$ cat config.mk
export PLATFORM = sky130hd
export DESIGN_NAME = hunt_rx
export DESIGN_NICKNAME = d
export VERILOG_FILES = /design/src/rtl/hunt_rx_pkg.sv /design/src/rtl/hunt_rx_sync.sv /design/src/rtl/hunt_rx_fifo.sv /design/src/rtl/hunt_rx_ring.sv /design/src/rtl/hunt_rx.sv
export SDC_FILE = /design/constraint.sdc
export NUM_CORES = 1
export LEC_CHECK = 0
export BUFFER_PORTS_ARGS = -buffer_cell sky130_fd_sc_hd__buf_2
export CORE_MARGIN = 8
export CORE_UTILIZATION = 28
export DETAILED_ROUTE_END_ITERATION = 12
export PLACE_DENSITY = 0.48
export SYNTH_ARGS = -nofsm -noshare
export SYNTH_HDL_FRONTEND = slang
export SYNTH_SLANG_ARGS = --single-unit
$ cat constraint.sdc
create_clock -name clk_i -period 4 [get_ports clk_i]
set_input_delay 0.2 -clock clk_i [delete_from_list [all_inputs] [get_ports clk_i]]
set_output_delay 0.2 -clock clk_i [all_outputs]
set_load 0.02 [all_outputs]
$ cat src/rtl/hunt_rx_pkg.sv
package hunt_rx_pkg;
  localparam logic [15:0] CRC_INIT = 16'hFFFF;

  function automatic logic [15:0] crc16_upd(input logic [15:0] c, input logic [7:0] d,
                                            input logic sel);
    logic [15:0] r;
    logic [15:0] poly;
    poly = sel ? 16'h8005 : 16'h1021;
    r = c;
    for (int i = 7; i >= 0; i--) begin
      if (r[15] ^ d[i]) r = {r[14:0], 1'b0} ^ poly;
      else              r = {r[14:0], 1'b0};
    end
    return r;
  endfunction

  function automatic logic [7:0] rev8(input logic [7:0] d);
    logic [7:0] r;
    for (int i = 0; i < 8; i++) r[i] = d[7-i];
    return r;
  endfunction
endpackage

$ cat src/rtl/hunt_rx_sync.sv
module hunt_rx_sync #(
  parameter int PAT_W = 16
) (
  input  logic             clk_i,
  input  logic             rst_ni,
  input  logic             bit_i,
  input  logic             bit_vld_i,
  input  logic             sync_pulse_i,
  input  logic             pulse_mode_i,
  input  logic [PAT_W-1:0] sync_pat_i,
  input  logic             rev_i,
  input  logic             go_hunt_i,
  output logic             in_sync_o,
  output logic             byte_vld_o,
  output logic [7:0]       byte_o
);
  import hunt_rx_pkg::*;

  logic [PAT_W-1:0] sh_q;
  logic [PAT_W-1:0] sh_nx;
  logic             sync_q;
  logic [2:0]       cnt_q;
  logic [6:0]       acc_q;
  logic [7:0]       raw;

  assign sh_nx = {sh_q[PAT_W-2:0], bit_i};

  always_ff @(posedge clk_i or negedge rst_ni) begin
    if (!rst_ni) begin
      sh_q   <= '0;
      sync_q <= 1'b0;
      cnt_q  <= '0;
      acc_q  <= '0;
    end else begin
      if (bit_vld_i) sh_q <= sh_nx;
      if (go_hunt_i) begin
        sync_q <= 1'b0;
        cnt_q  <= '0;
      end else if (!sync_q) begin
        if (bit_vld_i) begin
          if (pulse_mode_i && sync_pulse_i) begin
            sync_q <= 1'b1;
            cnt_q  <= 3'd1;
            acc_q  <= {6'b0, bit_i};
          end else if (!pulse_mode_i && sh_nx == sync_pat_i) begin
            sync_q <= 1'b1;
            cnt_q  <= '0;
          end
        end
      end else if (bit_vld_i) begin
        cnt_q <= cnt_q + 3'd1;
        acc_q <= {acc_q[5:0], bit_i};
      end
    end
  end

  assign raw        = {acc_q, bit_i};
  assign byte_vld_o = sync_q & bit_vld_i & (cnt_q == 3'd7);
  assign byte_o     = rev_i ? rev8(raw) : raw;
  assign in_sync_o  = sync_q;
endmodule

$ cat src/rtl/hunt_rx_fifo.sv
module hunt_rx_fifo #(
  parameter int DEPTH = 4,
  localparam int PW = $clog2(DEPTH),
  localparam int NW = $clog2(DEPTH + 1)
) (
  input  logic       clk_i,
  input  logic       rst_ni,
  input  logic       flush_i,
  input  logic       narrow_i,
  input  logic       push_i,
  input  logic [7:0] din_i,
  input  logic       pop_i,
  output logic [7:0] dout_o,
  output logic       nempty_o,
  output logic       full_o
);
  // DEPTH is a power of two so pointers wrap naturally
  logic [7:0]    mem_q [DEPTH];
  logic [PW-1:0] wp_q, rp_q;
  logic [NW-1:0] n_q;

  always_ff @(posedge clk_i or negedge rst_ni) begin
    if (!rst_ni) begin
      wp_q <= '0;
      rp_q <= '0;
      n_q  <= '0;
      for (int i = 0; i < DEPTH; i++) mem_q[i] <= '0;
    end else if (flush_i) begin
      wp_q <= '0;
      rp_q <= '0;
      n_q  <= '0;
    end else begin
      if (push_i) begin
        mem_q[wp_q] <= din_i;
        wp_q        <= wp_q + 1'b1;
      end
      if (pop_i) rp_q <= rp_q + 1'b1;
      if (push_i && !pop_i)      n_q <= n_q + 1'b1;
      else if (pop_i && !push_i) n_q <= n_q - 1'b1;
    end
  end

  assign dout_o   = mem_q[rp_q];
  assign nempty_o = n_q != '0;
  assign full_o   = narrow_i ? (n_q != '0) : (n_q == NW'(DEPTH));
endmodule

$ cat src/rtl/hunt_rx_ring.sv
module hunt_rx_ring #(
  parameter int DESC_N  = 8,
  parameter int BUF_LEN = 16,
  localparam int IW = $clog2(DESC_N),
  localparam int OW = $clog2(BUF_LEN),
  localparam int CW = $clog2(BUF_LEN + 1)
) (
  input  logic              clk_i,
  input  logic              rst_ni,
  input  logic              flush_i,
  input  logic              crc_sel_i,
  input  logic              arm_vld_i,
  input  logic [IW-1:0]     arm_idx_i,
  input  logic              arm_ie_i,
  input  logic              head_vld_i,
  input  logic [7:0]        head_i,
  input  logic              wr_rdy_i,
  output logic              pop_o,
  output logic              bsy_req_o,
  output logic              wr_vld_o,
  output logic [IW-1:0]     wr_idx_o,
  output logic [OW-1:0]     wr_off_o,
  output logic              close_vld_o,
  output logic [IW-1:0]     close_idx_o,
  output logic [CW-1:0]     close_cnt_o,
  output logic              close_crc_err_o,
  output logic              close_irq_o,
  output logic [DESC_N-1:0] desc_empty_o
);
  import hunt_rx_pkg::*;

  logic [DESC_N-1:0] empty_q, ie_q;
  logic [IW-1:0]     cur_q;
  logic [OW-1:0]     off_q;
  logic [15:0]       crc_q, crc_nx;
  logic              full_close, part_close;

  assign crc_nx     = crc16_upd(crc_q, head_i, crc_sel_i);
  assign wr_vld_o   = head_vld_i & empty_q[cur_q] & !flush_i;
  assign pop_o      = wr_vld_o & wr_rdy_i;
  assign bsy_req_o  = head_vld_i & !empty_q[cur_q];
  assign full_close = pop_o & (off_q == OW'(BUF_LEN - 1));
  assign part_close = flush_i & (off_q != '0);

  always_ff @(posedge clk_i or negedge rst_ni) begin
    if (!rst_ni) begin
      empty_q         <= '0;
      ie_q            <= '0;
      cur_q           <= '0;
      off_q           <= '0;
      crc_q           <= CRC_INIT;
      close_vld_o     <= 1'b0;
      close_idx_o     <= '0;
      close_cnt_o     <= '0;
      close_crc_err_o <= 1'b0;
      close_irq_o     <= 1'b0;
    end else begin
      close_vld_o <= 1'b0;
      close_irq_o <= 1'b0;
      if (pop_o) begin
        crc_q <= crc_nx;
        off_q <= off_q + 1'b1;
      end
      if (full_close || part_close) begin
        empty_q[cur_q]  <= 1'b0;
        close_vld_o     <= 1'b1;
        close_idx_o     <= cur_q;
        close_cnt_o     <= full_close ? CW'(BUF_LEN) : CW'(off_q);
        close_crc_err_o <= full_close ? (crc_nx != 16'h0) : (crc_q != 16'h0);
        close_irq_o     <= ie_q[cur_q];
        cur_q           <= (cur_q == IW'(DESC_N - 1)) ? '0 : cur_q + 1'b1;
        off_q           <= '0;
        crc_q           <= CRC_INIT;
      end
      if (arm_vld_i) begin
        empty_q[arm_idx_i] <= 1'b1;
        ie_q[arm_idx_i]    <= arm_ie_i;
      end
    end
  end

  assign wr_idx_o     = cur_q;
  assign wr_off_o     = off_q;
  assign desc_empty_o = empty_q;
endmodule

$ cat src/rtl/hunt_rx.sv
module hunt_rx #(
  parameter int DESC_N  = 8,
  parameter int BUF_LEN = 16,
  parameter int FIFO_D  = 4,
  parameter int PAT_W   = 16,
  localparam int IW = $clog2(DESC_N),
  localparam int OW = $clog2(BUF_LEN),
  localparam int CW = $clog2(BUF_LEN + 1)
) (
  input  logic              clk_i,
  input  logic              rst_ni,
  input  logic              en_i,
  input  logic              bit_i,
  input  logic              bit_vld_i,
  input  logic              sync_pulse_i,
  input  logic              pulse_mode_i,
  input  logic [PAT_W-1:0]  sync_pat_i,
  input  logic              cd_i,
  input  logic              hunt_cmd_i,
  input  logic              rev_i,
  input  logic              narrow_i,
  input  logic              crc_sel_i,
  input  logic              arm_vld_i,
  input  logic [IW-1:0]     arm_idx_i,
  input  logic              arm_ie_i,
  input  logic              bsy_ie_i,
  input  logic              wr_rdy_i,
  output logic              wr_vld_o,
  output logic [IW-1:0]     wr_idx_o,
  output logic [OW-1:0]     wr_off_o,
  output logic [7:0]        wr_data_o,
  output logic              close_vld_o,
  output logic [IW-1:0]     close_idx_o,
  output logic [CW-1:0]     close_cnt_o,
  output logic              close_crc_err_o,
  output logic              bsy_o,
  output logic              ovr_o,
  output logic              irq_o,
  output logic              in_sync_o,
  output logic [DESC_N-1:0] desc_empty_o
);
  logic       byte_vld, push, pop, ovr, hunt_req, go_hunt;
  logic       fifo_nempty, fifo_full, bsy_req, close_irq, bsy_irq_q;
  logic [7:0] byte_d, head;

  // overrun is kept out of hunt_req to avoid a combinational loop
  assign hunt_req = hunt_cmd_i | !cd_i | !en_i | bsy_req;
  assign ovr      = byte_vld & fifo_full & !hunt_req;
  assign push     = byte_vld & !fifo_full & !hunt_req;
  assign go_hunt  = hunt_req | ovr;

  hunt_rx_sync #(.PAT_W(PAT_W)) u_sync (
    .clk_i, .rst_ni, .bit_i, .bit_vld_i, .sync_pulse_i, .pulse_mode_i, .sync_pat_i, .rev_i,
    .go_hunt_i(go_hunt), .in_sync_o, .byte_vld_o(byte_vld), .byte_o(byte_d)
  );

  hunt_rx_fifo #(.DEPTH(FIFO_D)) u_fifo (
    .clk_i, .rst_ni, .flush_i(go_hunt), .narrow_i, .push_i(push), .din_i(byte_d),
    .pop_i(pop), .dout_o(head), .nempty_o(fifo_nempty), .full_o(fifo_full)
  );

  hunt_rx_ring #(.DESC_N(DESC_N), .BUF_LEN(BUF_LEN)) u_ring (
    .clk_i, .rst_ni, .flush_i(go_hunt), .crc_sel_i, .arm_vld_i, .arm_idx_i, .arm_ie_i,
    .head_vld_i(fifo_nempty), .head_i(head), .wr_rdy_i, .pop_o(pop), .bsy_req_o(bsy_req),
    .wr_vld_o, .wr_idx_o, .wr_off_o, .close_vld_o, .close_idx_o, .close_cnt_o,
    .close_crc_err_o, .close_irq_o(close_irq), .desc_empty_o
  );

  always_ff @(posedge clk_i or negedge rst_ni) begin
    if (!rst_ni) begin
      bsy_o     <= 1'b0;
      ovr_o     <= 1'b0;
      bsy_irq_q <= 1'b0;
    end else begin
      bsy_o     <= bsy_req;
      ovr_o     <= ovr;
      bsy_irq_q <= bsy_req & bsy_ie_i;
    end
  end

  assign wr_data_o = head;
  assign irq_o     = close_irq | bsy_irq_q;
endmodule

==> reports/metrics.csv, run 1 <==
stage,metric,value,unit
clock_tree,cts_tree,yes,
global_route,grt_pass1_wl,26400,um
place,post-dp-hpwl,11900,um
sta,tightest_slew,0.815,ns
cells_and_area,area_delta_synth_final,20.1,%
power_and_ir_drop,cellLeakagePower,3.37,nW
clock_tree,postCtsSetupBuffers,0,
sta,timing.fmax,288,MHz
synth,postSynthNetCount,628,
sta,final_hold_vios,0,
sta,rsz0062_at_grt,no,
critical_path,critical_path_peak_fanout,13,
synth,synth-seq-cells,118,
sta,fin_tns_setup,0,ns
die,die_outline_area,27500,um^2
clock_tree,cts.hold.buffers_added,2,
clock_tree,cts_made_buffers,17,
detailed_routing,routed_wire_length_per_instance,16.5,um
synth,synth_largest_type_area_fraction,0.406,
global_route,globalRoute.totalOverflow,0,
synth,postSynth.topFlopCell,sky130_fd_sc_hd__dfrtp_1,
synth,synth_most_common_cell,sky130_fd_sc_hd__dfrtp_1,
detailed_routing,drc,0,
sta,slew-limit-headroom,0.452,
synth,synth_area_leader_cell,sky130_fd_sc_hd__dfrtp_1,
die,boundaryPins,73,
place,routabilityCongestion,0.807,
synth,largest_cells_by_area_after_synthesis,"sky130_fd_sc_hd__dfrtp_1, sky130_fd_sc_hd__dfstp_2, sky130_fd_sc_hd__xnor2_1",
synth,syn_inst,582,
synth,synth_async_sr_flop_share,1.00,
detailed_routing,routed-via-count,4582,
clock_tree,ctsResizeCount,0,
detailed_routing,dr.pass1.iters,5,
cells_and_area,post-route-util,0.338,
cells_and_area,fillers,2251,
critical_path,crit_arrival,3.77,ns
hold_path,hold_path_class,input pin to flip-flop,
sta,report.final.setup_viol,0,
global_route,vias_in_the_first_global_route,4820,
power_and_ir_drop,total_power,3.68,mW
die,core_region_area,22400,um^2
clock_tree,clk_pin_slew_worst_paths,0.06,ns
synth,synth.cell_area,6280,um^2
clock_tree,clock_latency,0.41,ns
sta,finalClockSkew,0.00834,ns
die,floorplan.die.height,166,um
job,maxCapViolCount,0,
sta,layout_worst_path_cycle_share,0.869,
critical_path,worstSetupStartpointType,flip-flop,
global_route,grt.total_usage,0.120,
synth,synth.yosys.warnings,0,
synth,synth.avg_cell_area,10.8,um^2
critical_path,worstSetupEndpointType,flip-flop,
sta,fin_hold_ws,0.112,ns
die,placementRows,55,
clock_tree,cts.root.buffer_cell,sky130_fd_sc_hd__clkbuf_16,
global_route,grt_antenna_before_repair,1,
cells_and_area,drive_gt1_frac,0.261,
synth,number_of_flops_mapped_to_enable_cells_by_yosys,0,
detailed_routing,drt-initial-drc-count,228,
die,die_w,166,um
die,start_util,0.281,
clock_tree,cts-root-to-sink-buffers,2,
cells_and_area,fin_area,7550,um^2
synth,yosysUniqueCellTypes,55,
place,placement.cell_area,6930,um^2
sta,layout_min_cycle_time,3.47,ns
critical_path,setup.worst_path.class,flip-flop to flip-flop,
critical_path,required,4.30,ns
cells_and_area,diodes,0,
synth,synth.yosys.seq_area_share,0.473,
detailed_routing,ant_nets,0,
place,io_buffer_count,72,
detailed_routing,vias_per_cell,4.78,
cells_and_area,fin_nets,707,
detailed_routing,detail_route.wirelength,15900,um
global_route,grt_start_max_net_pins,60,
sta,report.final.slew_viol_count,0,
run_status,outcome,"finished, final reports clean",
synth,synthTopCellsByCount,"sky130_fd_sc_hd__dfrtp_1, sky130_fd_sc_hd__nand2_1, sky130_fd_sc_hd__o21ai_0",
power_and_ir_drop,max-vdd-ir-drop,0.000245,V
clock_tree,clock-sinks,118,
power_and_ir_drop,total_power_density_per_cell_area,488,nW/um^2
clock_tree,ctsHtreeMaxLevel,4,
-- metal layers --
metal | global-route usage | vias up | routed length [um]
li1 | - | 2189 | -
met1 | 0.148 | 2261 | 7150
met2 | 0.195 | 105 | 7690
met3 | 0.0304 | 25 | 582
met4 | 0.0530 | 2 | 423
met5 | 0 | - | 8
-- path summary, 6_finish.rpt --
check	startpoint	endpoint	slack, ns	cells after the start
max in group asynchronous	rst_ni	u_fifo.mem_q[9]	2.63	3
min in group asynchronous	rst_ni	u_ring.ie_q[2]	0.40	2
max reg2reg	u_ring.wr_idx_o[0]	u_ring.desc_empty_o[1]	0.53	11
min reg2reg	u_ring.close_idx_o[2]	u_ring.close_idx_o[2]	0.46	2
min	arm_vld_i	u_ring.desc_empty_o[3]	0.11	3
max	u_ring.wr_idx_o[0]	u_ring.desc_empty_o[1]	0.53	11
-- placed cells by master, fill, tap and decap left out, types with 13 or more instances in the layout --
cell type,Yosys,final
sky130_fd_sc_hd__a21oi_1,13,13
sky130_fd_sc_hd__dfrtp_1,102,102
sky130_fd_sc_hd__clkbuf_16,0,17
sky130_fd_sc_hd__nor3_1,13,13
sky130_fd_sc_hd__mux2i_1,20,20
sky130_fd_sc_hd__buf_2,3,71
sky130_fd_sc_hd__xnor2_1,43,43
sky130_fd_sc_hd__nand2_1,100,100
sky130_fd_sc_hd__mux2_2,24,24
sky130_fd_sc_hd__nor2_1,33,33
sky130_fd_sc_hd__o21ai_0,47,47
sky130_fd_sc_hd__o211ai_1,15,15
sky130_fd_sc_hd__dfstp_2,16,16
-- sequential cells by signal, indices dropped and copies added, names as in the netlist --
name / cells
u_ring.desc_empty_o: 8
u_ring.wr_idx_o: 3
u_ring.wr_off_o: 4
u_fifo.n_q: 3
bsy_irq_q: 1
u_sync.cnt_q: 3
ovr_o: 1
u_ring.crc_q: 16
u_sync.sh_q: 15
u_sync.in_sync_o: 1
u_fifo.wp_q: 2
u_fifo.mem_q: 32
u_fifo.rp_q: 2
u_ring.close_idx_o: 3
u_ring.ie_q: 8
u_ring.close_irq_o: 1
u_sync.acc_q: 7
bsy_o: 1
u_ring.close_cnt_o: 5
u_ring.close_vld_o: 1
u_ring.close_crc_err_o: 1
-- final cells by class --
class | instances | area [um^2] | area share
multi-input combinational | 432 | 3140 | 0.416
sequential | 118 | 2970 | 0.394
timing repair buffer | 82 | 443 | 0.0587
clock buffer | 17 | 425 | 0.0564
tap | 285 | 357 | 0.0472
clock inverter | 15 | 170 | 0.0225
inverter | 10 | 37.5 | 0.00497
-- cell families after synthesis --
| family | synth area share |
|---|---|
| AO/OA/AOI/OAI | 0.105 |
| XOR/XNOR | 0.118 |
| AND/OR/NAND/NOR | 0.137 |
| adder cells (fa/ha/maj) | 0.0231 |
| flip-flops | 0.473 |
| multiplexers | 0.117 |
| buffers and inverters | 0.0267 |
-- where the power goes --
group	internal (mW)	total [mW]	switching (mW)
Sequential	1.34	1.49	0.151
Combinational	0.304	0.655	0.350
Clock	0.931	1.54	0.604
Total	2.57	3.68	1.11
-- metrics by stage --
step                      cells  setup WS [ns]
after floorplan             582          0.781
after global placement      925          0.450
after detailed placement    925          0.465
after CTS                   959          0.445
after global routing        959          0.178
final                       959          0.526
-- critical path, stage by stage (launching register included) --
cell	delay, ns
sky130_fd_sc_hd__dfrtp_1	0.69
sky130_fd_sc_hd__mux2i_1	0.15
sky130_fd_sc_hd__o22ai_1	0.35
sky130_fd_sc_hd__o41ai_2	0.17
sky130_fd_sc_hd__buf_4	0.22
sky130_fd_sc_hd__or2_2	0.45
sky130_fd_sc_hd__nor3_2	0.55
sky130_fd_sc_hd__a21oi_2	0.07
sky130_fd_sc_hd__inv_1	0.18
sky130_fd_sc_hd__nand2_1	0.18
sky130_fd_sc_hd__o21ai_0	0.26
sky130_fd_sc_hd__nand2b_1	0.07
Power figures use the tool's default switching activity.
==> run 2, diff against run 1 <==
clock period = 3.3 ns   (was 4 ns; I/O delays follow)
==> run 2 against run 1 <==
  * Global-route usage is 0.16 points higher
  * Power grew 23%
  * Largest cell class unchanged
  * Sequential share of layout area fell by 0.37 points
  * Worst hold slack worse by 0.043 ns
  * Critical path depth down 2
  * Critical path type unchanged
  * Final area increased by 0.94%
  * Clock skew fell by 0.0011 ns
==> reports/metrics.csv, run 2 (synthesis gave the netlist of run 1 again) <==
stage,metric,value,unit,change
run_status,outcome,"finished, final reports clean",,unchanged
power_and_ir_drop,cellLeakagePower,3.42,nW,was 3.37 nW
job,maxCapViolCount,0,,unchanged
global_route,grt_start_max_net_pins,62,,was 60
clock_tree,cts_tree,yes,,unchanged
cells_and_area,largest_register_by_flop_count,u_fifo.mem_q,,unchanged
cells_and_area,largest_register_ffs,32,,unchanged
global_route,globalRoute.totalOverflow,0,,unchanged
global_route,grt_antenna_before_repair,0,,was 1
sta,layout_worst_path_cycle_share,0.911,,was 0.869
critical_path,critical_path_peak_fanout,6,,was 13
critical_path,worstSetupEndpointType,flip-flop,,unchanged
sta,tightest_slew,0.831,ns,was 0.815 ns
cells_and_area,post-route-util,0.341,,was 0.338
critical_path,crit_arrival,3.34,ns,was 3.77 ns
detailed_routing,detail_route.wirelength,16200,um,was 15900 um
critical_path,setup.worst_path.class,flip-flop to flip-flop,,unchanged
detailed_routing,vias_per_cell,4.73,,was 4.78
die,boundaryPins,73,,unchanged
clock_tree,clock-sinks,118,,unchanged
sta,report.final.setup_viol,0,,unchanged
critical_path,r2r_cells,9,,was 11
clock_tree,cts-root-to-sink-buffers,2,,unchanged
sta,timing.fmax,333,MHz,was 288 MHz
cells_and_area,drive_gt1_frac,0.270,,was 0.261
hold_path,worst_hold_path.num_cells,2,,was 3
hold_path,hold_path_class,input pin to flip-flop,,unchanged
clock_tree,cts_made_buffers,17,,unchanged
critical_path,reg2reg_setup_slack,0.29,ns,was 0.53 ns
die,placementRows,55,,unchanged
die,start_util,0.281,,unchanged
sta,finalClockSkew,0.00724,ns,was 0.00834 ns
cells_and_area,most_common_cell_after_layout_fill_and_taps_aside,sky130_fd_sc_hd__dfrtp_1,,unchanged
critical_path,worstSetupStartpointType,flip-flop,,unchanged
clock_tree,clock_latency,0.42,ns,was 0.41 ns
clock_tree,postCtsSetupBuffers,0,,unchanged
die,die_w,166,um,unchanged
cells_and_area,fin_nets,714,,was 707
detailed_routing,ant_nets,0,,unchanged
power_and_ir_drop,total_power_density_per_cell_area,595,nW/um^2,was 488 nW/um^2
sta,rsz0062_at_grt,no,,unchanged
sta,slew-limit-headroom,0.446,,was 0.452
sta,final_hold_vios,0,,unchanged
sta,report.final.slew_viol_count,0,,unchanged
detailed_routing,dr.pass1.iters,4,,was 5
power_and_ir_drop,max-vdd-ir-drop,0.000330,V,was 0.000245 V
die,floorplan.die.height,166,um,unchanged
sta,fin_hold_ws,0.0696,ns,was 0.112 ns
global_route,vias_in_the_first_global_route,4908,,was 4820
clock_tree,clk_pin_slew_worst_paths,0.06,ns,about the same
detailed_routing,routed-via-count,4567,,was 4582
clock_tree,cts.root.buffer_cell,sky130_fd_sc_hd__clkbuf_16,,unchanged
die,core_region_area,22400,um^2,unchanged
sta,fin_tns_setup,0,ns,unchanged
place,io_buffer_count,72,,unchanged
detailed_routing,drt-initial-drc-count,212,,was 228
critical_path,required,3.63,ns,was 4.30 ns
detailed_routing,routed_wire_length_per_instance,16.7,um,was 16.5 um
clock_tree,ctsHtreeMaxLevel,4,,unchanged
cells_and_area,final_cell_mix,"sky130_fd_sc_hd__dfrtp_1, sky130_fd_sc_hd__nand2_1, sky130_fd_sc_hd__buf_2",,unchanged
cells_and_area,diodes,0,,unchanged
cells_and_area,largest_registers,"u_fifo.mem_q: 32 flops, u_ring.crc_q: 16 flops, u_sync.sh_q: 15 flops",,unchanged
cells_and_area,area_delta_synth_final,21.3,%,was 20.1%
global_route,grt.total_usage,0.121,,was 0.120
place,post-dp-hpwl,12100,um,was 11900 um
place,routabilityCongestion,0.810,,was 0.807
detailed_routing,drc,0,,unchanged
die,die_outline_area,27500,um^2,unchanged
global_route,grt_pass1_wl,26700,um,was 26400 um
sta,layout_min_cycle_time,3.01,ns,was 3.47 ns
run 2: changes by cell type in the layout (fill, tap and decap cells not counted):
cell | before | now
sky130_fd_sc_hd__clkinv_2 | 1 | 0
sky130_fd_sc_hd__inv_6 | 4 | 6
sky130_fd_sc_hd__clkinv_4 | 5 | 2
sky130_fd_sc_hd__clkinvlp_4 | 2 | 1
sky130_fd_sc_hd__nor4b_1 | 1 | 0
sky130_fd_sc_hd__buf_4 | 9 | 16
sky130_fd_sc_hd__inv_8 | 1 | 4
sky130_fd_sc_hd__nor4b_2 | 0 | 1
run 2: per-stage QoR:
stage / setup WS (ns) / cell area (um^2) / cells / total power, mW
after floorplan: 0.0812 / 6280 / 582 / 2.36
after global placement: 0.193 / 6990 / 932 / 2.64
after detailed placement: 0.151 / 6990 / 932 / 2.66
after global routing: 0.0879 / 7620 / 966 / 4.75
after CTS: 0.138 / 7610 / 966 / 4.60
final: 0.294 / 7620 / 966 / 4.54
run 2: layout make-up:
class	count	area [um^2]
Clock inverter	15	183
Tap cell	285	357
Sequential cell	118	2970
Multi-Input combinational cell	432	3150
Fill cell	2240	14700
Timing Repair Buffer	89	495
Clock buffer	17	425
Inverter	10	37.5
run 2: final timing paths:
check	to	from
setup reg to reg	u_ring.crc_q[15]	u_fifo.rp_q[0]
hold reg to reg	u_ring.close_idx_o[2]	u_ring.close_idx_o[2]
max in group asynchronous	u_fifo.mem_q[10]	rst_ni
hold / removal	u_sync.acc_q[0]	bit_i
setup / recovery	u_ring.crc_q[15]	u_fifo.rp_q[0]
min in group asynchronous	u_ring.ie_q[7]	rst_ni
run 2: what timing repair did:
action                                  in CTS  in global routing
endpoints found under the setup margin       0                  1
hold buffers                                 2                  0
endpoints found under the hold margin       54                  0
gates resized for setup                      0                  1
run 2: power breakdown:
| group | switching (mW) | total, mW | internal (mW) |
|---|---|---|---|
| Clock | 0.764 | 1.91 | 1.15 |
| Sequential | 0.177 | 1.80 | 1.62 |
| Combinational | 0.444 | 0.826 | 0.382 |
| Total | 1.38 | 4.54 | 3.15 |
run 2: metal layers:
layer | track usage | vias to the layer above | share of wire
met3 | 0.0326 | 30 | 0.041
met1 | 0.147 | 2234 | 0.44
met5 | 0 | - | 0
li1 | - | 2207 | -
met4 | 0.0482 | 0 | 0.025
met2 | 0.203 | 96 | 0.49
run 2: critical path, cell delays in order, from the launching register on:
cell                       delay [ns]
sky130_fd_sc_hd__dfrtp_1         0.36
sky130_fd_sc_hd__buf_4           0.17
sky130_fd_sc_hd__mux4_1          0.65
sky130_fd_sc_hd__xnor2_1         0.26
sky130_fd_sc_hd__xnor2_1         0.63
sky130_fd_sc_hd__xnor2_2         0.15
sky130_fd_sc_hd__xnor2_1         0.22
sky130_fd_sc_hd__a21oi_1         0.12
sky130_fd_sc_hd__xor2_1          0.17
sky130_fd_sc_hd__o211ai_1        0.18
